[config.mk]
export PLATFORM = sky130hd
export DESIGN_NAME = audio_zero_mute
export DESIGN_NICKNAME = d
export VERILOG_FILES = /design/src/rtl/zd_pkg.sv /design/src/rtl/zd_run_counter.sv /design/src/rtl/zd_flag_select.sv /design/src/rtl/zd_automute.sv /design/src/rtl/audio_zero_mute.sv
export SDC_FILE = /design/constraint.sdc
export NUM_CORES = 1
export LEC_CHECK = 0
export BUFFER_PORTS_ARGS = -buffer_cell sky130_fd_sc_hd__buf_2
export CORE_ASPECT_RATIO = 0.8
export CORE_MARGIN = 1.5
export CORE_UTILIZATION = 40
export CTS_CLUSTER_SIZE = 12
export DETAILED_ROUTE_END_ITERATION = 8
export PLACE_DENSITY = 0.69
export SETUP_SLACK_MARGIN = 0.1
export SLEW_MARGIN = 10
export SYNTH_ARGS = -nofsm -noshare
export SYNTH_HDL_FRONTEND = slang
export SYNTH_SLANG_ARGS = --single-unit
[constraint.sdc]
create_clock -name clk -period 2.4 [get_ports clk]
set_clock_uncertainty 0.05 [all_clocks]
set_input_delay 0.36 -clock clk [delete_from_list [all_inputs] [get_ports clk]]
set_output_delay 0.36 -clock clk [all_outputs]
set_load 0.03 [all_outputs]
[src/rtl/zd_pkg.sv]
package zd_pkg;
  localparam int NCH   = 4;
  localparam int NLANE = 2 * NCH;

  typedef logic [NLANE-1:0] lane_vec_t;

  typedef struct packed {
    lane_vec_t f1;
    lane_vec_t f2;
  } flag_masks_t;

  // Lane groups per select code; lane 2c = channel c+1 left, 2c+1 = right.
  function automatic flag_masks_t sel_masks(input logic [3:0] code);
    flag_masks_t m;
    m = '0;
    if (code[3]) begin
      m.f1 = lane_vec_t'(1) << {code[1:0], code[2]};
      m.f2 = m.f1;
    end else begin
      case (code[2:0])
        3'd1: begin m.f1 = 8'hFF; m.f2 = 8'hFF; end
        3'd2: begin m.f1 = 8'h55; m.f2 = 8'hAA; end
        3'd3: begin m.f1 = 8'h03; m.f2 = 8'hFC; end
        3'd4: begin m.f1 = 8'h03; m.f2 = 8'h0C; end
        3'd5: begin m.f1 = 8'h03; m.f2 = 8'h30; end
        3'd6: begin m.f1 = 8'h03; m.f2 = 8'hC0; end
        3'd7: begin m.f1 = 8'h0C; m.f2 = 8'h30; end
        default: m = '0;
      endcase
    end
    return m;
  endfunction
endpackage

[src/rtl/zd_run_counter.sv]
module zd_run_counter #(
  parameter int SAMPLE_W = 24,
  parameter int RUN_LEN  = 1024
) (
  input  logic                clk,
  input  logic                rst,
  input  logic                valid,
  input  logic [SAMPLE_W-1:0] sample,
  output logic                silent
);
  localparam int CW = $clog2(RUN_LEN + 1);
  localparam logic [CW-1:0] LIMIT = CW'(RUN_LEN);

  logic [CW-1:0] run_q;

  always_ff @(posedge clk) begin
    if (rst) begin
      run_q <= '0;
    end else if (valid) begin
      if (sample != '0)
        run_q <= '0;
      else if (run_q != LIMIT)
        run_q <= run_q + 1'b1;
    end
  end

  assign silent = (run_q == LIMIT);

  // run never passes the limit
  p_run_bound_r2: assert property (@(posedge clk) disable iff (rst)
    run_q <= LIMIT);
  // a non-zero accepted sample restarts the run
  p_nz_restart_r2: assert property (@(posedge clk) disable iff (rst)
    (valid && sample != '0) |=> run_q == '0);
  // saturated run stays saturated through more zeros
  p_saturate_r2: assert property (@(posedge clk) disable iff (rst)
    (valid && sample == '0 && run_q == LIMIT) |=> silent);
  // no accepted beat, no change
  p_idle_hold_r8: assert property (@(posedge clk) disable iff (rst)
    !valid |=> $stable(run_q));
endmodule

[src/rtl/zd_flag_select.sv]
module zd_flag_select
  import zd_pkg::*;
(
  input  logic      clk,
  input  logic      rst,
  input  logic [3:0] sel,
  input  lane_vec_t lane_ok,
  output logic      flag1,
  output logic      flag2
);
  flag_masks_t m;
  logic [1:0]  f_d;
  logic [1:0]  f_q;

  always_comb begin
    m = sel_masks(sel);
    f_d[0] = (m.f1 != '0) && ((lane_ok & m.f1) == m.f1);
    f_d[1] = (m.f2 != '0) && ((lane_ok & m.f2) == m.f2);
  end

  always_ff @(posedge clk) begin
    if (rst) f_q <= '0;
    else     f_q <= f_d;
  end

  assign flag1 = f_q[0];
  assign flag2 = f_q[1];

  // code 0000 keeps both flags low
  p_off_code_r3: assert property (@(posedge clk) disable iff (rst)
    (sel == 4'd0) |=> (!flag1 && !flag2));
  // all-lanes code gives equal flags, which imply every lane ok
  p_all_code_r4: assert property (@(posedge clk) disable iff (rst)
    (sel == 4'd1) |=> (flag1 == flag2) && (flag1 == $past(&lane_ok)));
  // single-lane codes drive both flags identically
  p_single_same_r6: assert property (@(posedge clk) disable iff (rst)
    sel[3] |=> flag1 == flag2);
endmodule

[src/rtl/zd_automute.sv]
module zd_automute #(
  parameter int NCH = 4
) (
  input  logic           clk,
  input  logic           rst,
  input  logic           en,
  input  logic           any_nz,
  input  logic [NCH-1:0] ch_silent,
  output logic [NCH-1:0] mute
);
  logic [NCH-1:0] silent_q;
  logic [NCH-1:0] mute_q;
  logic [NCH-1:0] rise;

  assign rise = ch_silent & ~silent_q;

  always_ff @(posedge clk) begin
    if (rst) begin
      silent_q <= '0;
      mute_q   <= '0;
    end else begin
      silent_q <= ch_silent;
      if (!en || any_nz) mute_q <= '0;
      else               mute_q <= mute_q | rise;
    end
  end

  assign mute = mute_q;

  // disabled automute means no mute next cycle
  p_disabled_r9: assert property (@(posedge clk) disable iff (rst)
    !en |=> mute == '0);
  // a muted channel is a silent channel
  p_mute_silent_r9: assert property (@(posedge clk) disable iff (rst)
    (mute & ~ch_silent) == '0);
  // any non-zero accepted sample releases every mute
  p_release_r10: assert property (@(posedge clk) disable iff (rst)
    any_nz |=> mute == '0);
endmodule

[src/rtl/audio_zero_mute.sv]
module audio_zero_mute
  import zd_pkg::*;
#(
  parameter int SAMPLE_W = 24,
  parameter int RUN_LEN  = 1024
) (
  input  logic                      clk,
  input  logic                      rst,
  input  logic                      smp_valid,
  output logic                      smp_ready,
  input  logic [NLANE*SAMPLE_W-1:0] smp_data,
  input  logic [NCH-1:0]            chan_routed,
  input  logic [3:0]                flag_sel,
  input  logic                      amute_en,
  output logic                      zflag1,
  output logic                      zflag2,
  output logic [NCH-1:0]            mute
);
  lane_vec_t      lane_silent;
  lane_vec_t      lane_ok;
  lane_vec_t      lane_nz;
  logic [NCH-1:0] ch_silent;
  logic           any_nz;

  assign smp_ready = 1'b1;

  for (genvar l = 0; l < NLANE; l++) begin : g_lane
    zd_run_counter #(.SAMPLE_W(SAMPLE_W), .RUN_LEN(RUN_LEN)) u_run (
      .clk    (clk),
      .rst    (rst),
      .valid  (smp_valid),
      .sample (smp_data[l*SAMPLE_W +: SAMPLE_W]),
      .silent (lane_silent[l])
    );
    assign lane_nz[l] = (smp_data[l*SAMPLE_W +: SAMPLE_W] != '0);
    assign lane_ok[l] = lane_silent[l] & ~chan_routed[l/2];
  end

  for (genvar c = 0; c < NCH; c++) begin : g_ch
    assign ch_silent[c] = lane_silent[2*c] & lane_silent[2*c+1];
  end

  assign any_nz = smp_valid & (|lane_nz);

  zd_flag_select u_flags (
    .clk     (clk),
    .rst     (rst),
    .sel     (flag_sel),
    .lane_ok (lane_ok),
    .flag1   (zflag1),
    .flag2   (zflag2)
  );

  zd_automute #(.NCH(NCH)) u_mute (
    .clk       (clk),
    .rst       (rst),
    .en        (amute_en),
    .any_nz    (any_nz),
    .ch_silent (ch_silent),
    .mute      (mute)
  );

  // single-lane code on a routed channel cannot flag
  p_routed_gate_r7: assert property (@(posedge clk) disable iff (rst)
    (flag_sel[3] && chan_routed[flag_sel[1:0]]) |=> (!zflag1 && !zflag2));
  // reset leaves flags and mute clear
  p_reset_clear_r11: assert property (@(posedge clk)
    rst |=> (!zflag1 && !zflag2 && mute == '0));
endmodule

==> flow_summary.toml <==
[status]
outcome = "complete, no violations"

[drt]
wl_per_cell_um = 14.1
detail-route-antenna-nets = 0
dr_total_vias = 5600
routed_wl_um = 15000
viasPerCell = 5.27
drc = 0
drtIter0Drc = 260
drtPass1Iterations = 5

[clocking]
clockBufferDepth = 2
root_buffer = "clkbuf_16"
cts_hold_buffers = 0
htree_levels = 3
clock_latency_ns = 0.35
clock_sinks = 98
cts_setup_buffers = 0
path_clk_slew_ns = 0.07
cts_buffers = 9
cts_tree = "yes"

[sta]
finalHoldViolCount = 0
timing.hold.ws_ns = 0.314
fin_setup_tns_ns = 0
slew_viol_final = 0
setup_viol = 0
rsz0062_at_grt = "no"
slew_headroom = 0.518
fmax_mhz = 474
min_period_ns = 2.11
finalCritPeriodShare = 0.878
tightest_slew_ns = 0.721

[final_layout]
multi_input_area_mm2 = 0.00326
fin_cells = 1062
regArea_mm2 = 0.00196
stdcell_area_mm2 = 0.00692
fill_cells = 1281
nNetsFinal = 1102
area_growth_pct = 28.9
final_cell_mix = "buf_2, nor2_1, dfxtp_1"
diodes = 0
final_common_cell = "buf_2"
layout-drive-gt1-share = 0.282

[synthesis]
yosysUniqueCellTypes = 57
seq_area_frac_synth = 0.365
async_reset_ff_frac = 0
synth_ff_type = "dfxtp_1"
synth_area_leaders = "dfxtp_1, xor2_1, nor2_1, nor4_1, nand4_1"
synth-edff-count = 0
synth_nets = 891
syn_avg_cell_area_um2 = 8.00
yosysTopAreaCellShare = 0.365
ys_ff_latch = 98
synthCells = 671
ys_warn_count = 0
synth_area_leader_cell = "dfxtp_1"
syn-cell-area_mm2 = 0.00537

[global_routing]
antenna_found_initial = 1
grt_usage = 0.213
grt_pass1_wl_um = 24100
grt_max_degree = 30
grt_pass1_vias = 5017
grt.overflow.total = 0

[critical_path]
max_stage_delay_ns = 0.56
critPathMaxFanout = 4
crit_path_end_kind = "flip-flop"
cp-start-kind = "flip-flop"
crit_chain = "or4_4 -> nor4_4 -> nor3_1 -> nor3_2 -> nand4_1 -> a2111oi_2"
worstPathRequired_ns = 2.58
critical-path-slowest-cell = "or4_4"
crit_arrival_ns = 2.29
crit_type = "flip-flop to flip-flop"
r2r-start = "g_lane[1].u_run.run_q[6]"
cp-startpoint = "g_lane[1].u_run.run_q[6]"

[floorplan]
die_y_um = 107
core-area_mm2 = 0.0130
floorplan.die_area_mm2 = 0.0141
start_util = 0.414
rows = 37
io_pins = 211
die_x_um = 133

[run]
maxCapViolCount = 0

[pwr]
powerDensity_mw_per_mm2 = 484
finalPower_mw = 3.35
p_leak_nw = 2.78
irDropWorstVdd_mv = 0.308

[hold_path]
min_from = "chan_routed[2]"
hold_path.class = "input port to flip-flop"

[placement]
dp.final_hpwl_um = 11700
io_buffers = 209
finalWeightedCongestion = 0.992
dpl-instance-area_mm2 = 0.00662
dpl.cell_count = 1046
==> final cells by class <==
class / instances / area share
multi-input combinational: 533 / 0.471
sequential: 98 / 0.283
timing repair buffer: 218 / 0.161
clock buffer: 11 / 0.0351
tap: 175 / 0.0316
inverter: 22 / 0.0119
clock inverter: 5 / 0.00560
==> through the flow <==
step / worst slack [ns] / utilization
after floorplan: 0.550 / -
after global placement: -0.00372 / 0.511
after detailed placement: -0.0130 / 0.511
after CTS: 0.232 / 0.533
after global routing: 0.101 / 0.534
final: 0.292 / 0.534
==> synth_stat cells, drive strengths merged, types with 2 or more instances <==
master	instances
nor2	110
dfxtp	98
nor4	67
nand2	53
xor2	51
nand4	34
a21oi	24
and3	23
nand3	22
inv	21
o21ai	20
xnor2	17
ha	16
nor3	14
clkbuf	11
or2	8
buf	7
o21a	6
or3	6
nor2b	5
a21o	4
a22oi	4
a31oi	4
o21bai	4
o31a	4
and2	3
nand2b	3
nand3b	3
o32ai	3
and4	2
nor4b	2
nor4bb	2
o211ai	2
or4	2
==> routing by layer <==
layer	wire length (um)	track usage	vias up
met5	13	0	-
met3	933	0.0501	16
met1	7070	0.281	2550
li1	-	-	2831
met2	6810	0.356	201
met4	130	0.0447	2
==> final timing paths <==
check | endpoint | slack [ns] | cells past startpoint
max | u_flags.f_q[0] | 0.29 | 6
min | u_flags.f_q[1] | 0.31 | 3
max reg2reg | u_flags.f_q[0] | 0.29 | 6
min reg2reg | u_mute.mute[1] | 0.43 | 1
==> critical path: cells and delay by family (launching register included) <==
kind	cells	cell delay, ns
AOI/OAI and AO/OA	1	0.34
and+or+nand+nor	5	1.27
DFF	1	0.34
==> cell families (layout without fill, tap and decap cells) <==
kind of cell / after synthesis / count (layout) / synth area share
compound gates: 84 / 84 / 0.101
xor+xnor: 68 / 68 / 0.111
fa+ha+maj: 16 / 16 / 0.0373
buf+inv: 40 / 256 / 0.0298
flops: 98 / 98 / 0.365
mux: 1 / 1 / 0.00186
other cells: 1 / 1 / 0.000698
simple gates: 363 / 363 / 0.353
==> repair_timing <==
action	4_1_cts	5_1_grt
endpoints found under the setup margin	0	2
gates resized for setup	0	2
endpoints found under the hold margin	0	0
==> power breakdown <==
group	internal, mW	switching (mW)	total, mW
clock	0.737	0.627	1.36
combinational	0.175	0.176	0.351
sequential	1.63	0.00462	1.64
total	2.54	0.808	3.35
==> flip-flops by register name, summed over array words and instances, names as in the netlist <==
register and flops:
u_flags.f_q 2, u_mute.silent_q 4, u_mute.mute 4, g_lane.u_run.run_q 88
(Power assumes the default switching activity.)
